File: src/rtl/tcs_pkg.sv
package tcs_pkg;
  typedef enum logic [2:0] {
    F_IDLE, F_WAIT, F_MREQ, F_MDAT, F_PREQ, F_PDAT
  } fetch_st_e;

  typedef enum logic [1:0] {
    A_IDLE, A_WAIT, A_RUN, A_DRAIN
  } agen_st_e;
endpackage

File: src/rtl/tcs_tile_walk.sv
// Steps through all pixels that share one window offset.
module tcs_tile_walk #(
  parameter int LINE_W = 11,
  parameter int WS_W   = 7
) (
  input  logic              clk_i,
  input  logic              rst_ni,
  input  logic              load_i,
  input  logic              step_i,
  input  logic [WS_W-1:0]   u_i,
  input  logic [WS_W-1:0]   v_i,
  input  logic [WS_W-1:0]   ws_i,
  input  logic [LINE_W-1:0] lines_i,
  input  logic [LINE_W-1:0] samples_i,
  output logic [LINE_W-1:0] row_o,
  output logic [LINE_W-1:0] col_o,
  output logic              last_o
);
  logic [LINE_W-1:0] row_q, col_q, v_q;
  logic [LINE_W:0]   row_nx, col_nx;
  logic              row_end, col_end;

  assign row_nx  = {1'b0, row_q} + {1'b0, LINE_W'(ws_i)};
  assign col_nx  = {1'b0, col_q} + {1'b0, LINE_W'(ws_i)};
  assign row_end = row_nx >= {1'b0, lines_i};
  assign col_end = col_nx >= {1'b0, samples_i};
  assign last_o  = row_end && col_end;
  assign row_o   = row_q;
  assign col_o   = col_q;

  always_ff @(posedge clk_i or negedge rst_ni) begin
    if (!rst_ni) begin
      row_q <= '0;
      col_q <= '0;
      v_q   <= '0;
    end else if (load_i) begin
      row_q <= LINE_W'(u_i);
      col_q <= LINE_W'(v_i);
      v_q   <= LINE_W'(v_i);
    end else if (step_i) begin
      if (col_end) begin
        col_q <= v_q;
        row_q <= row_nx[LINE_W-1:0];
      end else begin
        col_q <= col_nx[LINE_W-1:0];
      end
    end
  end
endmodule

File: src/rtl/tcs_fetch.sv
// Issues matrix and pixel requests per tile, generates local write addresses.
module tcs_fetch
  import tcs_pkg::*;
#(
  parameter int LINE_W = 11,
  parameter int WS_W   = 7,
  parameter int Q_W    = 7,
  parameter int BAND_W = 9,
  parameter int AW     = 32,
  parameter int LEN_W  = 16,
  parameter int H_OW   = 12,
  parameter int P_OW   = 16
) (
  input  logic              clk_i,
  input  logic              rst_ni,
  input  logic              go_i,
  input  logic [LINE_W-1:0] lines_i,
  input  logic [LINE_W-1:0] samples_i,
  input  logic [WS_W-1:0]   ws_i,
  input  logic [BAND_W-1:0] nbeat_i,
  input  logic [Q_W-1:0]    q_i,
  input  logic [AW-1:0]     h_base_i,
  input  logic [AW-1:0]     px_base_i,
  input  logic [1:0]        bank_free_i,
  output logic              req_valid_o,
  input  logic              req_ready_i,
  output logic [AW-1:0]     req_addr_o,
  output logic [LEN_W-1:0]  req_len_o,
  output logic              req_is_mat_o,
  input  logic              in_valid_i,
  output logic              h_we_o,
  output logic [H_OW:0]     h_wr_addr_o,
  output logic              px_we_o,
  output logic [P_OW:0]     px_wr_addr_o,
  output logic              fill_o,
  output logic              bank_o
);
  localparam int M_W = 2 * WS_W;

  fetch_st_e          st_q;
  logic [WS_W-1:0]    u_q, v_q;
  logic [M_W-1:0]     m_q;
  logic               bank_q;
  logic [H_OW-1:0]    hcnt_q;
  logic [P_OW-1:0]    pcnt_q;
  logic [BAND_W-1:0]  bcnt_q;
  logic [LINE_W-1:0]  row, col;
  logic               walk_last, walk_load, walk_step;
  logic [LEN_W-1:0]   mat_len;
  logic               last_tile, beat_end;

  assign mat_len   = LEN_W'(q_i) * LEN_W'(nbeat_i);
  assign last_tile = (u_q == ws_i - 1'b1) && (v_q == ws_i - 1'b1);
  assign beat_end  = (st_q == F_PDAT) && in_valid_i && (bcnt_q == nbeat_i - 1'b1);
  assign walk_load = (st_q == F_WAIT) && bank_free_i[bank_q];
  assign walk_step = beat_end && !walk_last;
  assign fill_o    = beat_end && walk_last;
  assign bank_o    = bank_q;

  tcs_tile_walk #(.LINE_W(LINE_W), .WS_W(WS_W)) u_walk (
    .clk_i, .rst_ni,
    .load_i(walk_load), .step_i(walk_step),
    .u_i(u_q), .v_i(v_q), .ws_i,
    .lines_i, .samples_i,
    .row_o(row), .col_o(col), .last_o(walk_last)
  );

  always_comb begin
    req_valid_o  = (st_q == F_MREQ) || (st_q == F_PREQ);
    req_is_mat_o = (st_q == F_MREQ);
    if (st_q == F_MREQ) begin
      req_addr_o = h_base_i + AW'(m_q) * AW'(mat_len);
      req_len_o  = mat_len;
    end else begin
      req_addr_o = px_base_i + (AW'(row) * AW'(samples_i) + AW'(col)) * AW'(nbeat_i);
      req_len_o  = LEN_W'(nbeat_i);
    end
    h_we_o       = (st_q == F_MDAT) && in_valid_i;
    px_we_o      = (st_q == F_PDAT) && in_valid_i;
    h_wr_addr_o  = {bank_q, hcnt_q};
    px_wr_addr_o = {bank_q, pcnt_q};
  end

  always_ff @(posedge clk_i or negedge rst_ni) begin
    if (!rst_ni) begin
      st_q   <= F_IDLE;
      u_q    <= '0;
      v_q    <= '0;
      m_q    <= '0;
      bank_q <= 1'b0;
      hcnt_q <= '0;
      pcnt_q <= '0;
      bcnt_q <= '0;
    end else if (go_i) begin
      st_q   <= F_WAIT;
      u_q    <= '0;
      v_q    <= '0;
      m_q    <= '0;
      bank_q <= 1'b0;
    end else begin
      unique case (st_q)
        F_WAIT: if (bank_free_i[bank_q]) st_q <= F_MREQ;
        F_MREQ: if (req_ready_i) begin
          st_q   <= F_MDAT;
          hcnt_q <= '0;
        end
        F_MDAT: if (in_valid_i) begin
          hcnt_q <= hcnt_q + 1'b1;
          if (hcnt_q == H_OW'(mat_len - LEN_W'(1))) begin
            st_q   <= F_PREQ;
            pcnt_q <= '0;
          end
        end
        F_PREQ: if (req_ready_i) begin
          st_q   <= F_PDAT;
          bcnt_q <= '0;
        end
        F_PDAT: if (in_valid_i) begin
          pcnt_q <= pcnt_q + 1'b1;
          bcnt_q <= bcnt_q + 1'b1;
          if (bcnt_q == nbeat_i - 1'b1) begin
            if (walk_last) begin
              m_q <= m_q + 1'b1;
              if (v_q == ws_i - 1'b1) begin
                v_q <= '0;
                u_q <= u_q + 1'b1;
              end else begin
                v_q <= v_q + 1'b1;
              end
              if (last_tile) begin
                st_q <= F_IDLE;
              end else begin
                bank_q <= ~bank_q;
                st_q   <= F_WAIT;
              end
            end else begin
              st_q <= F_PREQ;
            end
          end
        end
        default: ;
      endcase
    end
  end

  AST_REQ_HOLD: assert property (@(posedge clk_i) disable iff (!rst_ni)
    req_valid_o && !req_ready_i && !go_i |=> req_valid_o && $stable(req_addr_o) && $stable(req_len_o));
endmodule

File: src/rtl/tcs_agen.sv
// Starts the engine per resident tile and walks read / write-back addresses.
module tcs_agen
  import tcs_pkg::*;
#(
  parameter int LINE_W = 11,
  parameter int WS_W   = 7,
  parameter int Q_W    = 7,
  parameter int BAND_W = 9,
  parameter int AW     = 32,
  parameter int H_OW   = 12,
  parameter int P_OW   = 16
) (
  input  logic              clk_i,
  input  logic              rst_ni,
  input  logic              go_i,
  input  logic [LINE_W-1:0] lines_i,
  input  logic [LINE_W-1:0] samples_i,
  input  logic [WS_W-1:0]   ws_i,
  input  logic [BAND_W-1:0] nbeat_i,
  input  logic [Q_W-1:0]    q_i,
  input  logic [1:0]        loaded_i,
  input  logic              eng_done_i,
  output logic              eng_start_o,
  output logic              bank_o,
  output logic              release_o,
  output logic              all_done_o,
  output logic              rd_valid_o,
  output logic [H_OW:0]     h_rd_addr_o,
  output logic [P_OW:0]     px_rd_addr_o,
  output logic              y_valid_o,
  output logic [AW-1:0]     y_addr_o
);
  agen_st_e           st_q;
  logic [WS_W-1:0]    u_q, v_q;
  logic               bank_q;
  logic [BAND_W-1:0]  b_q;
  logic [Q_W-1:0]     k_q;
  logic [H_OW-1:0]    hoff_q;
  logic [P_OW-1:0]    pbase_q;
  logic [LINE_W-1:0]  row, col;
  logic               walk_last, start_ok, beat_last, k_last, last_tile;

  assign start_ok  = (st_q == A_WAIT) && loaded_i[bank_q];
  assign beat_last = b_q == nbeat_i - 1'b1;
  assign k_last    = k_q == q_i - 1'b1;
  assign last_tile = (u_q == ws_i - 1'b1) && (v_q == ws_i - 1'b1);

  assign eng_start_o  = start_ok;
  assign bank_o       = bank_q;
  assign release_o    = (st_q == A_DRAIN) && eng_done_i;
  assign all_done_o   = release_o && last_tile;
  assign rd_valid_o   = st_q == A_RUN;
  assign h_rd_addr_o  = {bank_q, hoff_q};
  assign px_rd_addr_o = {bank_q, pbase_q + P_OW'(b_q)};
  assign y_valid_o    = rd_valid_o && beat_last;
  assign y_addr_o     = (AW'(row) * AW'(samples_i) + AW'(col)) * AW'(q_i) + AW'(k_q);

  tcs_tile_walk #(.LINE_W(LINE_W), .WS_W(WS_W)) u_walk (
    .clk_i, .rst_ni,
    .load_i(start_ok), .step_i(rd_valid_o && beat_last && k_last && !walk_last),
    .u_i(u_q), .v_i(v_q), .ws_i,
    .lines_i, .samples_i,
    .row_o(row), .col_o(col), .last_o(walk_last)
  );

  always_ff @(posedge clk_i or negedge rst_ni) begin
    if (!rst_ni) begin
      st_q    <= A_IDLE;
      u_q     <= '0;
      v_q     <= '0;
      bank_q  <= 1'b0;
      b_q     <= '0;
      k_q     <= '0;
      hoff_q  <= '0;
      pbase_q <= '0;
    end else if (go_i) begin
      st_q   <= A_WAIT;
      u_q    <= '0;
      v_q    <= '0;
      bank_q <= 1'b0;
    end else begin
      unique case (st_q)
        A_WAIT: if (start_ok) begin
          st_q    <= A_RUN;
          b_q     <= '0;
          k_q     <= '0;
          hoff_q  <= '0;
          pbase_q <= '0;
        end
        A_RUN: begin
          if (beat_last) begin
            b_q <= '0;
            if (k_last) begin
              k_q     <= '0;
              hoff_q  <= '0;
              pbase_q <= pbase_q + P_OW'(nbeat_i);
              if (walk_last) st_q <= A_DRAIN;
            end else begin
              k_q    <= k_q + 1'b1;
              hoff_q <= hoff_q + 1'b1;
            end
          end else begin
            b_q    <= b_q + 1'b1;
            hoff_q <= hoff_q + 1'b1;
          end
        end
        A_DRAIN: if (eng_done_i) begin
          if (v_q == ws_i - 1'b1) begin
            v_q <= '0;
            u_q <= u_q + 1'b1;
          end else begin
            v_q <= v_q + 1'b1;
          end
          if (last_tile) begin
            st_q <= A_IDLE;
          end else begin
            bank_q <= ~bank_q;
            st_q   <= A_WAIT;
          end
        end
        default: ;
      endcase
    end
  end

  AST_DONE_IN_DRAIN: assert property (@(posedge clk_i) disable iff (!rst_ni)
    eng_done_i |-> st_q == A_DRAIN);
  AST_NO_RESTART: assert property (@(posedge clk_i) disable iff (!rst_ni)
    eng_start_o |=> !eng_start_o until_with release_o);
endmodule

File: src/rtl/tcs_top.sv
module tcs_top #(
  parameter int LINE_W       = 11,
  parameter int WS_W         = 7,
  parameter int Q_W          = 7,
  parameter int BAND_W       = 9,
  parameter int LANES        = 4,
  parameter int MAX_Q        = 64,
  parameter int MAX_BANDS    = 256,
  parameter int MAX_TILE_PIX = 1024,
  parameter int AW           = 32,
  parameter int LEN_W        = 16,
  localparam int LOG_LANES   = $clog2(LANES),
  localparam int H_OW        = $clog2(MAX_Q * MAX_BANDS / LANES),
  localparam int P_OW        = $clog2(MAX_TILE_PIX * MAX_BANDS / LANES)
) (
  input  logic              clk_i,
  input  logic              rst_ni,
  input  logic              start_i,
  input  logic [LINE_W-1:0] lines_i,
  input  logic [LINE_W-1:0] samples_i,
  input  logic [WS_W-1:0]   ws_i,
  input  logic [BAND_W-1:0] bands_i,
  input  logic [Q_W-1:0]    q_i,
  input  logic [AW-1:0]     h_base_i,
  input  logic [AW-1:0]     px_base_i,
  output logic              busy_o,
  output logic              done_o,
  output logic              req_valid_o,
  input  logic              req_ready_i,
  output logic [AW-1:0]     req_addr_o,
  output logic [LEN_W-1:0]  req_len_o,
  output logic              req_is_mat_o,
  input  logic              in_valid_i,
  output logic              h_we_o,
  output logic [H_OW:0]     h_wr_addr_o,
  output logic              px_we_o,
  output logic [P_OW:0]     px_wr_addr_o,
  output logic              eng_start_o,
  input  logic              eng_done_i,
  output logic              rd_valid_o,
  output logic [H_OW:0]     h_rd_addr_o,
  output logic [P_OW:0]     px_rd_addr_o,
  output logic              y_valid_o,
  output logic [AW-1:0]     y_addr_o
);
  logic [LINE_W-1:0] lines_q, samples_q;
  logic [WS_W-1:0]   ws_q;
  logic [BAND_W-1:0] bands_q, nbeat;
  logic [Q_W-1:0]    q_q;
  logic [AW-1:0]     h_base_q, px_base_q;
  logic              busy_q, done_q, go;
  logic [1:0]        loaded_q;
  logic              fill, fill_bank, rel, ag_bank, all_done;

  assign go     = start_i && !busy_q;
  assign nbeat  = bands_q >> LOG_LANES;
  assign busy_o = busy_q;
  assign done_o = done_q;

  always_ff @(posedge clk_i or negedge rst_ni) begin
    if (!rst_ni) begin
      lines_q   <= '0;
      samples_q <= '0;
      ws_q      <= '0;
      bands_q   <= '0;
      q_q       <= '0;
      h_base_q  <= '0;
      px_base_q <= '0;
      busy_q    <= 1'b0;
      done_q    <= 1'b0;
    end else if (go) begin
      lines_q   <= lines_i;
      samples_q <= samples_i;
      ws_q      <= ws_i;
      bands_q   <= bands_i;
      q_q       <= q_i;
      h_base_q  <= h_base_i;
      px_base_q <= px_base_i;
      busy_q    <= 1'b1;
      done_q    <= 1'b0;
    end else if (all_done) begin
      busy_q <= 1'b0;
      done_q <= 1'b1;
    end
  end

  for (genvar g = 0; g < 2; g++) begin : g_bank
    always_ff @(posedge clk_i or negedge rst_ni) begin
      if (!rst_ni)                          loaded_q[g] <= 1'b0;
      else if (go)                          loaded_q[g] <= 1'b0;
      else if (fill && fill_bank == g[0])   loaded_q[g] <= 1'b1;
      else if (rel && ag_bank == g[0])      loaded_q[g] <= 1'b0;
    end
  end

  tcs_fetch #(
    .LINE_W(LINE_W), .WS_W(WS_W), .Q_W(Q_W), .BAND_W(BAND_W),
    .AW(AW), .LEN_W(LEN_W), .H_OW(H_OW), .P_OW(P_OW)
  ) u_fetch (
    .clk_i, .rst_ni, .go_i(go),
    .lines_i(lines_q), .samples_i(samples_q), .ws_i(ws_q),
    .nbeat_i(nbeat), .q_i(q_q),
    .h_base_i(h_base_q), .px_base_i(px_base_q),
    .bank_free_i(~loaded_q),
    .req_valid_o, .req_ready_i, .req_addr_o, .req_len_o, .req_is_mat_o,
    .in_valid_i, .h_we_o, .h_wr_addr_o, .px_we_o, .px_wr_addr_o,
    .fill_o(fill), .bank_o(fill_bank)
  );

  tcs_agen #(
    .LINE_W(LINE_W), .WS_W(WS_W), .Q_W(Q_W), .BAND_W(BAND_W),
    .AW(AW), .H_OW(H_OW), .P_OW(P_OW)
  ) u_agen (
    .clk_i, .rst_ni, .go_i(go),
    .lines_i(lines_q), .samples_i(samples_q), .ws_i(ws_q),
    .nbeat_i(nbeat), .q_i(q_q),
    .loaded_i(loaded_q), .eng_done_i,
    .eng_start_o, .bank_o(ag_bank), .release_o(rel), .all_done_o(all_done),
    .rd_valid_o, .h_rd_addr_o, .px_rd_addr_o, .y_valid_o, .y_addr_o
  );

  AST_START_RESIDENT: assert property (@(posedge clk_i) disable iff (!rst_ni)
    eng_start_o |-> loaded_q[ag_bank]);
  AST_FILL_FREE_BANK: assert property (@(posedge clk_i) disable iff (!rst_ni)
    h_we_o || px_we_o |-> !loaded_q[fill_bank]);
  AST_DONE_QUIET: assert property (@(posedge clk_i) disable iff (!rst_ni)
    done_o |-> !busy_o && !req_valid_o && !rd_valid_o && loaded_q == 2'b00);
  AST_IGNORE_BUSY_START: assert property (@(posedge clk_i) disable iff (!rst_ni)
    start_i && busy_o && !all_done |=> busy_o && $stable(ws_q) && $stable(q_q));
endmodule

File: config.mk
export PLATFORM = sky130hd
export DESIGN_NAME = tcs_top
export DESIGN_NICKNAME = d
export VERILOG_FILES = /design/src/rtl/tcs_pkg.sv /design/src/rtl/tcs_tile_walk.sv /design/src/rtl/tcs_fetch.sv /design/src/rtl/tcs_agen.sv /design/src/rtl/tcs_top.sv
export SDC_FILE = /design/constraint.sdc
export NUM_CORES = 2
export LEC_CHECK = 0
export BUFFER_PORTS_ARGS = -buffer_cell sky130_fd_sc_hd__clkbuf_2
export CAP_MARGIN = 10
export CORE_ASPECT_RATIO = 0.9
export CORE_MARGIN = 4
export CORE_UTILIZATION = 45
export DETAILED_ROUTE_END_ITERATION = 8
export SLEW_MARGIN = 20
export SYNTH_ARGS = -nofsm -noshare
export SYNTH_HDL_FRONTEND = slang
export SYNTH_HIERARCHICAL = 1
export SYNTH_SLANG_ARGS = --single-unit
File: constraint.sdc
create_clock -name clk_i -period 11.1 [get_ports clk_i]
set_clock_uncertainty 0.1 [all_clocks]
set_input_delay 0.555 -clock clk_i [delete_from_list [all_inputs] [get_ports clk_i]]
set_output_delay 0.555 -clock clk_i [all_outputs]
set_load 0.02 [all_outputs]
# Word-level counts from Yosys, hierarchy flattened
# Index checks and enable logic that the tools add are counted.
# W data, S select, Z words.
[word_totals]
inputBits = 115
ff_bits = 301
elab_cells = 282
out_inout_bits = 149
[classes]
mul = 6
n_mux = 107
n_lt_le_gt_ge = 6
eq_ne = 38
reduce_logical = 62
addsub = 26
bitwise = 4
[ops]
columns = ["op", "n"]
rows = [
  ["$mux W7", 23],
  ["$mux W11", 12],
  ["$mux W16", 6],
  ["$mux W14", 6],
  ["$mul A32 B7 Y32", 2],
  ["$pmux W16 S2", 2],
  ["$mux W12", 5],
  ["$add A11 B7 Y12", 4],
  ["$ge A12 B11 Y1", 4],
  ["$pmux W12 S2", 2],
  ["$add A22 B11 Y23", 2],
  ["$mul A11 B11 Y22", 2],
  ["$mux W9", 4],
  ["$pmux W9 S2", 2],
  ["$add A7 B1 Y7 const B", 5],
  ["$eq A7 B7 Y1", 5],
  ["$reduce_bool A2 Y1", 17],
  ["$ne A3 B3 Y1 const B", 11],
  ["$add A32 B30 Y32", 1],
  ["$add A32 B32 Y32", 1],
  ["$add A32 B7 Y32", 1],
  ["$mux W32", 1],
  ["$mul A14 B14 Y28", 1],
  ["$mux W3", 9],
  ["39 further kinds", 121],
]

# Longest topological paths before layout
[depth]
depth_word = 9
mapped_depth = 43

# By module
# The synthesis kept the hierarchy.
[modules_own_cells]
columns = ["mod", "instances", "area_per_inst_um2", "cells_per_inst", "seq_area_each_um2"]
rows = [
  ["tcs_fetch", 1, 26716.9, 3149, 1726.7],
  ["tcs_agen", 1, 14841.7, 1754, 1526.5],
  ["tcs_tile_walk", 2, 2832.7, 319, 725.7],
  ["tcs_top", 1, 4540.6, 245, 2777.7],
]

# Least setup slack after synthesis
# OpenSTA, ideal clock, no wires.
[synth_timing]
path_type = "reg2out"
from = "register bands_q[6]"
to = "output req_addr_o[28]"
slack_ns = -0.292
path_stages_with_launch = 41
arrival_ns = 10.737
n_path_buf = 4
path_cell_list = "dfrtp_1 -> clkbuf_1 -> clkbuf_1 -> and2_1 -> fa_1 -> inv_1 -> fa_1 -> inv_1 -> fa_1 -> inv_1 -> fa_1 -> inv_1 -> ha_1 -> buf_4 -> o21ai_0 -> o21ai_1 -> a211oi_1 -> o21bai_1 -> [5 not listed] -> fa_1 -> inv_1 -> fa_1 -> fa_1 -> fa_1 -> inv_1 -> fa_1 -> fa_1 -> ha_1 -> and3_1 -> and2_1 -> a221oi_1 -> o21ai_0 -> a311o_1 -> a211o_1 -> a21oi_1 -> xor2_1 -> o21ai_0"
[synth_between]
elab_chain_len = 4
elab_cells_between_ends = 6
cone_classes = "add/sub: 2; mul: 3; mux: 1"
[synth_rtl]
columns = ["element", "line_no", "text"]
rows = [
  ["from (decl)", "tcs_top.sv:48", "logic [BAND_W-1:0] bands_q, nbeat;"],
  ["from (signal assigned)", "tcs_top.sv:75", "bands_q <= bands_i;"],
  ["$mul A7 B7 Y14", "tcs_fetch.sv:52", "assign mat_len = LEN_W'(q_i) * LEN_W'(nbeat_i);"],
  ["$mul A14 B14 Y28", "tcs_fetch.sv:72", "req_addr_o = h_base_i + AW'(m_q) * AW'(mat_len);"],
  ["$add A32 B30 Y32", "tcs_fetch.sv:72", ""],
  ["$mux W32 (*)", "tcs_fetch.sv:71", "if (st_q == F_MREQ) begin"],
  ["to (decl)", "tcs_top.sv:30", "output logic [AW-1:0] req_addr_o,"],
]
# Mark *: on every way between the ends. The rest lies on a longest branch, timed or not.

# Worst setup path in the final report
[layout_timing]
from = "register bands_q[4]"
to = "output req_addr_o[28]"
# Same word-level chain as after synthesis.

==> load_flow_metrics.sql <==
INSERT INTO impl_metrics (metric_group, metric, value, unit) VALUES
('setup_path', 'cpPeakStageDelay', '0.56', 'ns'),
('cts', 'skew_pair_late_insertion_delay', '0.65', 'ns'),
('placed_design', 'buffer_ports.inserted', '260', ''),
('yosys', 'cells_after_synthesis', '5786', ''),
('layout', 'layout.nets', '7498', ''),
('setup_path', 'critical_path.startpoint_type', 'flop', ''),
('sta', 'finalMaxSlewViolations', '0', ''),
('layout', 'area_growth_syn_to_layout', '15.5', '%'),
('cts', 'ctsHtreeMaxLevel', '2', ''),
('placed_design', 'placed_cell_area', '0.0557', 'mm2'),
('detailed_routing', 'top_signal_layer_used', 'met5', ''),
('status', 'status', 'finished with violations', ''),
('setup_path', 'cpLargestDelayFamily', 'adder cells', ''),
('cts', 'cts.root.buffer_cell', 'sky130_fd_sc_hd__clkbuf_16', ''),
('setup_path', 'cp_max_delay_cell', 'sky130_fd_sc_hd__fa_2', ''),
('layout', 'fraction_of_layout_cells_with_a_size_suffix_above_1', '0.180', ''),
('hold_path', 'worst_hold_check_path_type', 'primary input to flop', ''),
('global_route', 'grt_use_total', '0.245', ''),
('global_route', 'antenna_violations_before_repair', '13', ''),
('global_route', 'globalRouteOverflowTotal', '0', ''),
('yosys', 'synthArstFlopShare', '1.00', ''),
('cts', 'ctsLongestPathBuffers', '3', ''),
('detailed_routing', 'vias_per_cell', '5.37', ''),
('detailed_routing', 'detailedRoute.firstPassIterationCount', '5', ''),
('yosys', 'ys.warnings.count', '6', ''),
('sta', 'rsz0062_at_grt', 'true', ''),
('cts', 'inserted_clock_buffers', '41', ''),
('floorplanning', 'die-height', '330', 'um'),
('sta', 'max-slew-margin-rel', '0.250', ''),
('setup_path', 'worstPathBufferInverterCount', '8', ''),
('detailed_routing', 'detail-route-antenna-nets', '0', ''),
('setup_path', 'category_of_the_critical_setup_timing_path', 'flop to primary output', ''),
('sta', 'timing.final.ws_setup', '-0.252', 'ns'),
('detailed_routing', 'metal2_wl', '64500', 'um'),
('sta', 'achievable-frequency', '88.1', 'MHz'),
('cts', 'clock_sinks', '299', ''),
('yosys', 'synth_seq_area_share', '0.145', ''),
('floorplanning', 'io-pin-count', '264', ''),
('layout', 'layout.filler_cells', '10500', ''),
('status', 'failing_checks', 'setup timing', ''),
('yosys', 'synth-edff-count', '0', ''),
('setup_path', 'critPathMostFrequentCell', 'sky130_fd_sc_hd__fa_1', ''),
('detailed_routing', 'route.layer.met1.wl', '68900', 'um'),
('floorplanning', 'fp.coreArea', '0.114', 'mm2'),
('placed_design', 'gpl.final_weighted_congestion', '0.894', ''),
('sta', 'finalSetupViolCount', '8', ''),
('detailed_routing', 'wire_per_inst', '19.2', 'um'),
('cts', 'cts.clk_slew.worst_paths', '0.06', 'ns'),
('detailed_routing', 'drc_errors', '0', ''),
('job', 'drv_cap', '0', ''),
('placed_design', 'half_perimeter_wire_length_after_placement', '115000', 'um'),
('yosys', 'synth.ff_latch_count', '299', ''),
('setup_path', 'critical_path_peak_fanout', '6', ''),
('yosys', 'synth_cell_type_count', '106', ''),
('floorplanning', 'design.die.area', '0.121', 'mm2'),
('yosys', 'synth.avg_cell_area', '8.95', 'um2'),
('global_route', 'maximum_number_of_pins_on_one_net_before_global_route_repair', '70', ''),
('detailed_routing', 'dr_total_vias', '41400', ''),
('detailed_routing', 'drt-total-wl', '148000', 'um'),
('sta', 'report.final.hold_viol_count', '0', ''),
('sta', 'finalCriticalPeriod', '11.35', 'ns'),
('setup_path', 'worst_ep_arrival_time', '10.70', 'ns'),
('layout', 'layout.cell_area.non_filler', '0.0598', 'mm2'),
('sta', 'timing_worst_slew_pin_value', '1.11', 'ns'),
('cts', 'cts_tree', 'yes', ''),
('floorplanning', 'width_of_the_die', '366', 'um'),
('setup_path', 'crit_required', '10.45', 'ns'),
('yosys', 'ys.flop_type', 'sky130_fd_sc_hd__dfrtp_1', ''),
('global_route', 'grt_first_pass_wirelength', '234000', 'um'),
('sta', 'final_critical_path_share_of_the_clock_period', '1.02', ''),
('detailed_routing', 'detailedRoute.firstIterationViolations', '2917', ''),
('floorplanning', 'floorplan.rows', '117', ''),
('floorplanning', 'floorplan.initialDensity', '0.456', ''),
('sta', 'totalNegativeSetupSlack', '-1.08', 'ns'),
('setup_path', 'critical_path_endpoint_category', 'primary output', ''),
('detailed_routing', 'met3WireLength', '10500', 'um'),
('yosys', 'syn_area', '0.0518', 'mm2'),
('global_route', 'number_of_global_route_vias_before_repair', '42400', '');
## kinds of logic after synthesis
logic type / count (synthesis) / synth area share
flip-flops: 299 / 0.145
AND/OR/NAND/NOR: 1842 / 0.179
multiplexers: 160 / 0.0396
AO/OA/AOI/OAI: 773 / 0.101
other: 2 / 0.000145
adder cells (fa/ha/maj): 1198 / 0.392
XOR/XNOR: 290 / 0.0504
buffers and inverters: 1222 / 0.0934
## area by class of cell
class / instances / area [um2] / share of cell area
clock buffer: 56 / 1180 / 0.0198
sequential: 299 / 7510 / 0.126
antenna: 5 / 12.5 / 0.000209
inverter: 988 / 3710 / 0.0621
multi-input combinational: 4283 / 41200 / 0.690
tap: 1487 / 1860 / 0.0311
clock inverter: 19 / 305 / 0.00511
timing repair buffer: 572 / 3950 / 0.0661
## routing by layer
metal	vias to the layer above	track usage
li1	19400	-
met3	187	0.0484
met4	8	0.0686
met1	20600	0.358
met2	1213	0.371
met5	-	0
## path summary, 6_finish.rpt
path	startpoint	endpoint	slack (ns)	cells after the start
setup / recovery	bands_q[4]	req_addr_o[28]	-0.25	39
hold / removal	q_i[5]	q_q[5]	0.05	2
setup reg to reg	bands_q[3]	u_fetch/pcnt_q[9]	4.45	20
hold reg to reg	u_agen/u_walk/v_q[2]	u_agen/u_walk/v_q[2]	0.41	1
max in group asynchronous	rst_ni	u_fetch/u_walk/row_o[1]	8.58	4
min in group asynchronous	rst_ni	u_agen/hoff_q[11]	0.38	2
## cells in the final DEF (no fill, tap or decap), drive strengths merged, types with 19 or more instances in the layout
master  count
a211oi     28
a21o       69
a21oi     205
a22oi      19
a31oi      33
and2      429
and3       58
buf       326
clkbuf    300
conb       20
dfrtp     299
fa        705
ha        493
inv       986
mux2      133
mux2i      27
nand2     642
nand2b     68
nand3      91
nand4      45
nor2      239
nor2b      46
nor3       83
nor4       23
o211ai     33
o21a       34
o21ai     157
o21bai     20
o31ai      20
or2        20
or3        43
xnor2     171
xor2      114
## what timing repair did
action	CTS	global route
resized for setup	195	250
pin swaps	96	158
hold buffers	2	0
hold endpoints to repair	65	0
setup buffers	29	50
endpoints found under the setup margin	27	31
gates cloned	0	1
## sequential cells by signal, summed over array words and instances (netlist names), 9 cells and up
signal                count
px_base_q                32
u_agen/u_walk/row_o      11
u_agen/hoff_q            12
u_agen/b_q                9
u_agen/u_walk/col_o      11
u_fetch/hcnt_q           12
u_fetch/pcnt_q           16
u_fetch/m_q              14
u_agen/pbase_q           16
h_base_q                 32
u_fetch/u_walk/col_o     11
lines_q                  11
samples_q                11
u_fetch/u_walk/row_o     11
u_fetch/bcnt_q            9
## Yosys cell counts, types with 9 or more instances
cell type | number | area (um2)
sky130_fd_sc_hd__a21o_1 | 68 | 510
sky130_fd_sc_hd__nor3_1 | 83 | 415
sky130_fd_sc_hd__ha_1 | 493 | 6170
sky130_fd_sc_hd__o21a_1 | 34 | 255
sky130_fd_sc_hd__nand4b_1 | 16 | 140
sky130_fd_sc_hd__and3_1 | 58 | 363
sky130_fd_sc_hd__buf_2 | 10 | 50.1
sky130_fd_sc_hd__buf_4 | 11 | 82.6
sky130_fd_sc_hd__nor2_1 | 234 | 878
sky130_fd_sc_hd__nand3_1 | 91 | 455
sky130_fd_sc_hd__dfrtp_1 | 299 | 7480
sky130_fd_sc_hd__or2_2 | 17 | 106
sky130_fd_sc_hd__a22o_1 | 13 | 114
sky130_fd_sc_hd__a22oi_1 | 19 | 143
sky130_fd_sc_hd__mux2_4 | 75 | 1130
sky130_fd_sc_hd__clkbuf_1 | 185 | 694
sky130_fd_sc_hd__mux2_2 | 56 | 631
sky130_fd_sc_hd__a211oi_1 | 23 | 173
sky130_fd_sc_hd__a2111oi_0 | 9 | 78.8
sky130_fd_sc_hd__and2_1 | 428 | 2680
sky130_fd_sc_hd__xnor2_1 | 171 | 1500
sky130_fd_sc_hd__o22ai_1 | 14 | 87.6
sky130_fd_sc_hd__nor3b_1 | 9 | 67.6
sky130_fd_sc_hd__nand2b_1 | 68 | 425
sky130_fd_sc_hd__o31a_1 | 14 | 123
sky130_fd_sc_hd__o211ai_1 | 33 | 248
sky130_fd_sc_hd__mux2i_1 | 27 | 270
sky130_fd_sc_hd__fa_1 | 705 | 14100
sky130_fd_sc_hd__nor2b_1 | 45 | 282
sky130_fd_sc_hd__o31ai_1 | 18 | 135
sky130_fd_sc_hd__or3_1 | 43 | 269
sky130_fd_sc_hd__a21oi_1 | 205 | 1030
sky130_fd_sc_hd__nand4_1 | 45 | 282
sky130_fd_sc_hd__o21bai_1 | 20 | 150
sky130_fd_sc_hd__nor4_1 | 21 | 131
sky130_fd_sc_hd__xor2_1 | 114 | 998
sky130_fd_sc_hd__a31oi_1 | 31 | 194
sky130_fd_sc_hd__inv_1 | 985 | 3700
sky130_fd_sc_hd__a211o_1 | 16 | 140
sky130_fd_sc_hd__o21ai_0 | 151 | 756
sky130_fd_sc_hd__nand2_1 | 642 | 2410
sky130_fd_sc_hd__buf_1 | 12 | 45.0
## metrics by stage
step                utilization  hold WS (ns)  setup slack [ns]  std cells
finish                    0.526        0.0469            -0.252       7709
detailed placement        0.490         0.395            -0.103       7551
CTS                       0.514      0.000216            -0.207       7657
floorplan                     -         0.159          0.000600       5804
global placement          0.490         0.385           -0.0303       7551
global route              0.526        0.0302            -0.560       7707
Power is not shown: default switching activity piles up to over one toggle a cycle in this logic, so the estimate is an artifact.
